[src/rtl/dma_regfile_pkg.sv]
package dma_regfile_pkg;
  localparam int N_CH   = 4;
  localparam int CH_W   = $clog2(N_CH);
  localparam int DW     = 8;
  localparam int AW     = 2 * DW;
  localparam int OFS_W  = 4;
  localparam int MODE_W = DW - CH_W;

  localparam logic [OFS_W-1:0] OFS_CMD     = 4'h8;
  localparam logic [OFS_W-1:0] OFS_REQ     = 4'h9;
  localparam logic [OFS_W-1:0] OFS_MASK1   = 4'hA;
  localparam logic [OFS_W-1:0] OFS_MODE    = 4'hB;
  localparam logic [OFS_W-1:0] OFS_PTRCLR  = 4'hC;
  localparam logic [OFS_W-1:0] OFS_MCLR    = 4'hD;
  localparam logic [OFS_W-1:0] OFS_UNMASK  = 4'hE;
  localparam logic [OFS_W-1:0] OFS_MASKALL = 4'hF;
endpackage

[src/rtl/dma_chan_regs.sv]
module dma_chan_regs
  import dma_regfile_pkg::*;
(
  input  logic          clk_i,
  input  logic          rst_ni,
  input  logic          wr_addr_i,
  input  logic          wr_cnt_i,
  input  logic          hi_sel_i,
  input  logic [DW-1:0] wdata_i,
  input  logic          eng_ld_i,
  input  logic [AW-1:0] eng_addr_i,
  input  logic [AW-1:0] eng_cnt_i,
  output logic [AW-1:0] base_addr_o,
  output logic [AW-1:0] base_cnt_o,
  output logic [AW-1:0] cur_addr_o,
  output logic [AW-1:0] cur_cnt_o
);
  always_ff @(posedge clk_i or negedge rst_ni) begin
    if (!rst_ni) begin
      base_addr_o <= '0;
      cur_addr_o  <= '0;
    end else if (wr_addr_i) begin
      if (hi_sel_i) begin
        base_addr_o[AW-1:DW] <= wdata_i;
        cur_addr_o[AW-1:DW]  <= wdata_i;
      end else begin
        base_addr_o[DW-1:0] <= wdata_i;
        cur_addr_o[DW-1:0]  <= wdata_i;
      end
    end else if (eng_ld_i) begin
      cur_addr_o <= eng_addr_i;
    end
  end

  always_ff @(posedge clk_i or negedge rst_ni) begin
    if (!rst_ni) begin
      base_cnt_o <= '0;
      cur_cnt_o  <= '0;
    end else if (wr_cnt_i) begin
      if (hi_sel_i) begin
        base_cnt_o[AW-1:DW] <= wdata_i;
        cur_cnt_o[AW-1:DW]  <= wdata_i;
      end else begin
        base_cnt_o[DW-1:0] <= wdata_i;
        cur_cnt_o[DW-1:0]  <= wdata_i;
      end
    end else if (eng_ld_i) begin
      cur_cnt_o <= eng_cnt_i;
    end
  end

  assert_host_load_R3: assert property (@(posedge clk_i) disable iff (!rst_ni)
    (wr_addr_i && !hi_sel_i) |=> (cur_addr_o[DW-1:0] == $past(wdata_i)) &&
                                 (base_addr_o[DW-1:0] == $past(wdata_i)));

  assert_eng_load_R4: assert property (@(posedge clk_i) disable iff (!rst_ni)
    (eng_ld_i && !wr_cnt_i) |=> (cur_cnt_o == $past(eng_cnt_i)) && $stable(base_cnt_o));
endmodule

[src/rtl/dma_ctrl_regs.sv]
module dma_ctrl_regs
  import dma_regfile_pkg::*;
(
  input  logic                   clk_i,
  input  logic                   rst_ni,
  input  logic                   wr_i,
  input  logic                   rd_i,
  input  logic [OFS_W-1:0]       addr_i,
  input  logic [DW-1:0]          wdata_i,
  input  logic [N_CH-1:0]        tc_set_i,
  input  logic [N_CH-1:0]        drq_i,
  output logic                   hi_sel_o,
  output logic [DW-1:0]          cmd_o,
  output logic [N_CH*MODE_W-1:0] mode_o,
  output logic [N_CH-1:0]        mask_o,
  output logic [N_CH-1:0]        req_o,
  output logic [DW-1:0]          status_o
);
  logic [MODE_W-1:0] mode_q [N_CH];
  logic [N_CH-1:0]   tc_q;
  logic [CH_W-1:0]   sel_ch;
  logic              chan_acc, ptr_clr, stat_rd;

  assign sel_ch   = wdata_i[CH_W-1:0];
  assign chan_acc = (wr_i || rd_i) && !addr_i[OFS_W-1];
  assign ptr_clr  = wr_i && (addr_i == OFS_PTRCLR || addr_i == OFS_MCLR);
  assign stat_rd  = rd_i && addr_i == OFS_CMD;
  assign status_o = {req_o | drq_i, tc_q};

  for (genvar c = 0; c < N_CH; c++) begin : g_mode
    assign mode_o[c*MODE_W +: MODE_W] = mode_q[c];
  end

  always_ff @(posedge clk_i or negedge rst_ni) begin
    if (!rst_ni) begin
      hi_sel_o <= 1'b0;
      cmd_o    <= '0;
      mask_o   <= '1;
      req_o    <= '0;
      tc_q     <= '0;
      for (int c = 0; c < N_CH; c++) mode_q[c] <= '0;
    end else begin
      if (ptr_clr)       hi_sel_o <= 1'b0;
      else if (chan_acc) hi_sel_o <= ~hi_sel_o;
      // set beats a concurrent status-read clear
      tc_q <= (stat_rd ? '0 : tc_q) | tc_set_i;
      if (wr_i) begin
        case (addr_i)
          OFS_CMD:     cmd_o <= wdata_i;
          OFS_REQ:     req_o[sel_ch] <= wdata_i[2];
          OFS_MASK1:   mask_o[sel_ch] <= wdata_i[2];
          OFS_MODE:    mode_q[sel_ch] <= wdata_i[DW-1:CH_W];
          OFS_MCLR: begin
            cmd_o  <= '0;
            req_o  <= '0;
            mask_o <= '1;
            tc_q   <= '0;
          end
          OFS_UNMASK:  mask_o <= '0;
          OFS_MASKALL: mask_o <= wdata_i[N_CH-1:0];
          default: ;
        endcase
      end
    end
  end

  assert_ptr_toggle_R1: assert property (@(posedge clk_i) disable iff (!rst_ni)
    chan_acc |=> hi_sel_o != $past(hi_sel_o));

  assert_ptr_clear_R2: assert property (@(posedge clk_i) disable iff (!rst_ni)
    (wr_i && addr_i == OFS_PTRCLR) |=> !hi_sel_o);

  assert_single_mask_R5: assert property (@(posedge clk_i) disable iff (!rst_ni)
    (wr_i && addr_i == OFS_MASK1) |=> $countones(mask_o ^ $past(mask_o)) <= 1);

  assert_master_clear_R7: assert property (@(posedge clk_i) disable iff (!rst_ni)
    (wr_i && addr_i == OFS_MCLR) |=> (mask_o == '1) && (cmd_o == '0) && (req_o == '0) && !hi_sel_o);

  assert_tc_read_clear_R10: assert property (@(posedge clk_i) disable iff (!rst_ni)
    (stat_rd && tc_set_i == '0 && !wr_i) |=> status_o[N_CH-1:0] == '0);
endmodule

[src/rtl/dma_regfile.sv]
module dma_regfile
  import dma_regfile_pkg::*;
(
  input  logic                   clk_i,
  input  logic                   rst_ni,
  input  logic                   wr_i,
  input  logic                   rd_i,
  input  logic [OFS_W-1:0]       addr_i,
  input  logic [DW-1:0]          wdata_i,
  output logic [DW-1:0]          rdata_o,
  input  logic                   eng_upd_i,
  input  logic [CH_W-1:0]        eng_ch_i,
  input  logic [AW-1:0]          eng_addr_i,
  input  logic [AW-1:0]          eng_cnt_i,
  input  logic                   eng_tc_i,
  input  logic [N_CH-1:0]        drq_i,
  output logic [DW-1:0]          cmd_o,
  output logic [N_CH*MODE_W-1:0] mode_o,
  output logic [N_CH-1:0]        mask_o,
  output logic [N_CH-1:0]        req_o,
  output logic [N_CH*AW-1:0]     base_addr_o,
  output logic [N_CH*AW-1:0]     base_cnt_o,
  output logic [N_CH*AW-1:0]     cur_addr_o,
  output logic [N_CH*AW-1:0]     cur_cnt_o
);
  logic            hi_sel;
  logic [DW-1:0]   status;
  logic [N_CH-1:0] tc_set;
  logic [AW-1:0]   cur_addr_w [N_CH];
  logic [AW-1:0]   cur_cnt_w  [N_CH];

  assign tc_set = (eng_upd_i && eng_tc_i) ? (N_CH'(1) << eng_ch_i) : '0;

  dma_ctrl_regs u_ctrl (
    .clk_i, .rst_ni, .wr_i, .rd_i, .addr_i, .wdata_i,
    .tc_set_i (tc_set),
    .drq_i,
    .hi_sel_o (hi_sel),
    .cmd_o, .mode_o, .mask_o, .req_o,
    .status_o (status)
  );

  for (genvar c = 0; c < N_CH; c++) begin : g_ch
    dma_chan_regs u_chan (
      .clk_i, .rst_ni,
      .wr_addr_i   (wr_i && addr_i == OFS_W'(2*c)),
      .wr_cnt_i    (wr_i && addr_i == OFS_W'(2*c+1)),
      .hi_sel_i    (hi_sel),
      .wdata_i,
      .eng_ld_i    (eng_upd_i && eng_ch_i == CH_W'(c)),
      .eng_addr_i,
      .eng_cnt_i,
      .base_addr_o (base_addr_o[c*AW +: AW]),
      .base_cnt_o  (base_cnt_o[c*AW +: AW]),
      .cur_addr_o  (cur_addr_w[c]),
      .cur_cnt_o   (cur_cnt_w[c])
    );
    assign cur_addr_o[c*AW +: AW] = cur_addr_w[c];
    assign cur_cnt_o[c*AW +: AW]  = cur_cnt_w[c];
  end

  logic [AW-1:0] rd_word;
  always_comb begin
    rd_word = addr_i[0] ? cur_cnt_w[addr_i[CH_W:1]] : cur_addr_w[addr_i[CH_W:1]];
    if (!addr_i[OFS_W-1])     rdata_o = hi_sel ? rd_word[AW-1:DW] : rd_word[DW-1:0];
    else if (addr_i == OFS_CMD) rdata_o = status;
    else                        rdata_o = '0;
  end
endmodule

[config.mk]
export PLATFORM = sky130hd
export DESIGN_NAME = dma_regfile
export DESIGN_NICKNAME = d
export VERILOG_FILES = /design/src/rtl/dma_regfile_pkg.sv /design/src/rtl/dma_chan_regs.sv /design/src/rtl/dma_ctrl_regs.sv /design/src/rtl/dma_regfile.sv
export SDC_FILE = /design/constraint.sdc
export NUM_CORES = 1
export LEC_CHECK = 0
export CORE_ASPECT_RATIO = 0.75
export CORE_UTILIZATION = 57
export CTS_BUF_LIST = sky130_fd_sc_hd__clkbuf_4
export CTS_CLUSTER_SIZE = 8
export DETAILED_ROUTE_END_ITERATION = 10
export GPL_TIMING_DRIVEN = 1
export PLACE_DENSITY = 0.87
export SKIP_CTS_REPAIR_TIMING = 1
export SLEW_MARGIN = 20
export SYNTH_ARGS = -nofsm -noshare
export SYNTH_HDL_FRONTEND = slang
export SYNTH_HIERARCHICAL = 1
export SYNTH_SLANG_ARGS = --single-unit
[constraint.sdc]
create_clock -name clk_i -period 5.29 [get_ports clk_i]
set_clock_uncertainty 0.15 [all_clocks]
set_input_delay 1.058 -clock clk_i [delete_from_list [all_inputs] [get_ports clk_i]]
set_output_delay 1.058 -clock clk_i [all_outputs]
set_load 0.05 [all_outputs]
Word level (Yosys, flattened, before mapping)
Cells that the tools add are included.

word-level totals
  bits in registers = 301
  input port bits = 56
  output and inout bits = 304
  logic and storage cells = 201

operators by class
  magnitude comparators = 5
  equality and inequality tests = 34
  shift operators = 1
  mux-type cells = 44
  bitwise logic cells = 5
  reduce and logical (&&, ||, !) cells = 71

operators with widths
  cell                  number
  $mux W16              21
  $reduce_and A2 Y1     36
  $bmux W16 S2          2
  $mux W8               5
  $eq A4 B4 Y1 const B  8
  $ne A2 B2 Y1 const B  16
  $bwmux W24            1
  $reduce_bool A2 Y1    11
  $logic_and A1 B1 Y1   18
  $eq A4 B3 Y1 const B  4
  $mux W4               4
  $pmux W4 S4           1
  $pmux W8 S2           1
  $demux W6 S2          1
  $bwmux W4             2
  $eq A4 B2 Y1 const B  2
  $or A4 B4 Y4          2
  $pmux W4 S2           1
  $ge A3 B3 Y1 const B  2
  $mux W6               1
  $not A2 Y3            2
  $eq A2 B2 Y1 const B  2
  $eq A4 B1 Y1 const B  1
  $logic_not A4 Y1      1
  12 further kinds      15

Depth between registers and ports, before layout
Gate-level depths: netlist of the first run.

  word-level depth = 7
  gate-level depth with buffers = 9
  mapped depth without buffers = 4

By module
Netlist of the first run, hierarchy kept.

modules (own cells, without submodules)
  module         times used  cells each  area each (sq um)  sequential area each (sq um)
  dma_chan_regs  4           210         3136.8             1601.5
  dma_ctrl_regs  1           157         2070.7             1131.1
  dma_regfile    1           117         1288.7             0.0

Least setup slack after synthesis of the first run
No wires, ideal clock.

  path kind = input port to output port
  start point = in addr_i[1]
  end point = out rdata_o[6]
  arrival = 2.990 ns
  setup slack = 1.092 ns
  stages on the path = 6
  buffers on the path = 3
  path through = buf_6 buf_12 buf_4 mux4_2 mux2i_1 o21ai_0

between the ends
  cells in the longest elaborated chain, start to end = 7
  elaborated cells between the ends (all ways) = 12
  those cells by class = 1 x eq/ne; 10 x mux; 1 x bitwise

ends and longest elaborated chain
  element                                       RTL line           source
  from (decl)                                   dma_regfile.sv:8   input logic [OFS_W-1:0] addr_i,
  $not A2 Y3 (implied by the code)              dma_regfile.sv:64  rd_word = addr_i[0] ? cur_cnt_w[addr_i[CH_W:1]] : cur_addr_w[addr_i[CH_W:1]];
  $bmux W16 S2                                  dma_regfile.sv:64
  $mux W16 (implied by the code) (2 in series)  dma_regfile.sv:64
  $mux W16                                      dma_regfile.sv:64
  $mux W8                                       dma_regfile.sv:65  if (!addr_i[OFS_W-1]) rdata_o = hi_sel ? rd_word[AW-1:DW] : rd_word[DW-1:0];
  $mux W8 (*)                                   dma_regfile.sv:65
  to (decl)                                     dma_regfile.sv:10  output logic [DW-1:0] rdata_o,

Mark *: on every way between the ends. The rest lies on a longest branch, timed or not. The select of a mux whose other input is x is not followed.

Worst setup path in the final report of the first run
  start point = in addr_i[1]
  end point = out rdata_o[0]

The elaborated chain is that of the path after synthesis.

==> metrics.yaml, run 1 <==
syn_inst: 1114
cpMostUsedCell: "buf_4"
cpMaxStageDelayCell: "buf_2"
nFillCells: 1767
clock-sinks: 301
drc: 0
reg2reg_slack_ns: 2.35
nNetsFinal: 1557
p_per_area_nw_per_um2: 498.5
yosysWarnings: 6
ys_seq_elements: 301
h-tree-depth: 3
vias: 11870
r2r-start: "u_ctrl/hi_sel_o"
root_buffer: "clkbuf_4"
fp.coreArea_um2: 27200
r2r_end: "g_ch[2].u_chan/base_addr_o[10]"
ys_async_sr_fraction: 1.000
crit_path_start: "addr_i[1]"
min_period_ns: 4.542
start_kind: "primary input"
clk_pin_slew_ns: 0.07
grt.overflow.total: 0
dp_hpwl_mm: 34.45
hold_viol: 0
avgSynthCellArea_um2: 14.28
hold_class: "primary input to asynchronous set/reset pin"
cp-end-kind: "output pin"
crit_buf_inv: 3
synth_top_area_frac: 0.4672
cpLargestDelayFamily: "buffers and inverters"
io_pins: 360
seqCellArea_um2: 7541
first_global_vias: 12310
cts_made_buffers: 77
clkLatencyLatePin_ns: 0.67
final-setup-viol-count: 0
status: "complete, no violations"
synth_area_leader_cell: "dfrtp_1"
seq_area_frac_synth: 0.4738
ant_nets: 0
leakagePower_nw: 8.967
clk_path_buf_depth: 3
vias_per_cell: 6.206
wl_mm: 50.89
die_w_um: 194.9
antenna_found_initial: 1
rr_worst_depth: 3
cp.required_ns: 4.08
tightestPinTransition_ns: 1.136
synth-edff-count: 0
netlist_area_um2: 15910
syn-num-nets: 1170
cts_tree: "yes"
multi_input_area_um2: 7859
gp_congestion: 0.9916
dieArea_um2: 28590
drt-wirelength-per-cell_um: 26.62
crit_chain: "buf_2 -> buf_4 -> mux4_1 -> mux2i_1 -> o21ai_0 -> buf_4"
critPathMaxFanout: 35
max_freq_mhz: 220.1
crit_arrival_ns: 3.33
grt_pass1_wl_mm: 77.26
start_util: 0.5849
dr.first_iter.drc_count: 1129
yosys-top-cells-area: "dfrtp_1 (47%), mux2i_1 (26%), mux2_2 (6.7%)"
drive_above_1_share: 0.2423
finalSetupTns_ns: 0
groute.usage.overall: 0.3580
area_growth_pct: 29.20
fin_crit_sh: 0.8587
die_h_um: 146.7
rsz0062_at_grt: "no"
irDropWorstVdd_mv: 0.3962
grt_max_degree: 127
rows: 52
synth.distinct_cells: 52
slew_headroom: 0.2425
synth_ff_type: "dfrtp_1"
slew_violations: 0
io_buffers: 359
power.total_mw: 10.25
path_class: "primary input to output pin"
cap_violations: 0
cpPeakStageDelay_ns: 0.60
drtPass1Iterations: 6
[cell usage in the layout, fill, tap and decap left out, types with 3 or more instances in the layout]
cell,n
a211oi_1,4
a21boi_0,4
a22o_1,7
a22oi_1,12
a32o_1,7
a32oi_1,5
buf_2,10
buf_4,30
clkbuf_4,112
clkdlybuf4s50_1,340
clkinv_1,22
dfrtp_1,296
dfstp_2,4
mux2_2,95
mux2_4,65
mux2i_1,409
mux4_1,10
mux4_2,14
nand2_1,11
nand2_2,9
nand2b_1,9
nand2b_4,8
nor2_1,5
nor2_4,6
nor2b_1,5
nor3_1,3
nor3_4,3
nor3b_1,3
o21a_1,4
o21ai_0,6
or2_2,4
[how the worst max path moves through the flow]
stage / endpoint / depth (start not counted)
after CTS: rdata_o[0] / 6
after global routing: rdata_o[0] / 6
after detailed placement: rdata_o[0] / 6
after floorplan: rdata_o[6] / 6
final: rdata_o[0] / 6
after global placement: rdata_o[0] / 6
[cell type report]
class	count	share of cell area
multi-input cells	736	0.3824
well taps	351	0.02137
clock inverters	26	0.006210
clock buffers	112	0.04091
repair buffers	383	0.1817
flip-flops and latches	301	0.3669
diodes	1	0.0001218
inverters	2	0.0003653
[cell usage after synthesis (10+ instances only)]
| library cell | instances |
|---|---|
| buf_2 | 14 |
| mux4_2 | 14 |
| mux2i_1 | 409 |
| nand2_1 | 11 |
| nor2_1 | 11 |
| mux4_1 | 10 |
| a22oi_1 | 12 |
| buf_6 | 13 |
| buf_4 | 41 |
| mux2_2 | 95 |
| mux2_4 | 65 |
| dfrtp_1 | 297 |
[metal layers]
layer	part of all wire	global-route usage	vias to the layer above	wire, um
met3	0.11	0.1104	98	5459
met4	0.026	0.1213	0	1325
li1	-	-	4978	-
met2	0.45	0.5239	697	22670
met1	0.42	0.5062	6093	21440
met5	0	0	-	0
[flip-flops by register name (all words and copies together) (netlist names)]
name                     count
g_ch.u_chan/base_addr_o     64
g_ch.u_chan/base_cnt_o      64
g_ch.u_chan/cur_addr_o      64
g_ch.u_chan/cur_cnt_o       64
u_ctrl/mode_o               24
u_ctrl/cmd_o                 8
u_ctrl/mask_o                4
u_ctrl/req_o                 4
u_ctrl/tc_q                  4
u_ctrl/hi_sel_o              1
[logic make-up after synthesis]
logic type | after synthesis | share of synthesized area
buffers and inverters | 77 | 0.03611
and+or+nand+nor | 86 | 0.03988
DFF | 301 | 0.4738
muxes | 593 | 0.4223
AOI/OAI and AO/OA | 56 | 0.02730
xor gates and xnor gates | 1 | 0.0005507
[report_power, final]
group          total (mW)  internal (mW)  switching, mW  leakage [nW]
clock network        2.02           1.02          0.992         0.573
registers            3.49           2.86          0.627          3.73
logic                4.74           1.75           2.99          4.67
[stage by stage]
stage | utilization | instances | hold slack (ns) | cell area, um2 | worst slack, ns
after floorplan | - | 1114 | 0.4471 | 15910 | 1.092
after global placement | 0.7200 | 1773 | 0.3282 | 19580 | 0.8302
after detailed placement | 0.7200 | 1773 | 0.3290 | 19580 | 0.7941
after CTS | 0.7556 | 1911 | 0.1184 | 20550 | 0.7783
after global routing | 0.7557 | 1912 | 0.1393 | 20550 | 0.6767
final | 0.7557 | 1912 | 0.1407 | 20550 | 0.7476
Power figures use the tool's default switching activity.
==> run 2, diff against run 1 <==
--- a/config.mk
+++ b/config.mk
@@ -11,6 +11,7 @@
 export CTS_CLUSTER_SIZE = 8
 export DETAILED_ROUTE_END_ITERATION = 10
 export GPL_TIMING_DRIVEN = 1
+export HOLD_SLACK_MARGIN = 0.03
 export PLACE_DENSITY = 0.87
 export SKIP_CTS_REPAIR_TIMING = 1
 export SLEW_MARGIN = 20
==> results of run 2 <==
No change in the layout: final DEF, timing and power equal those of run 1.
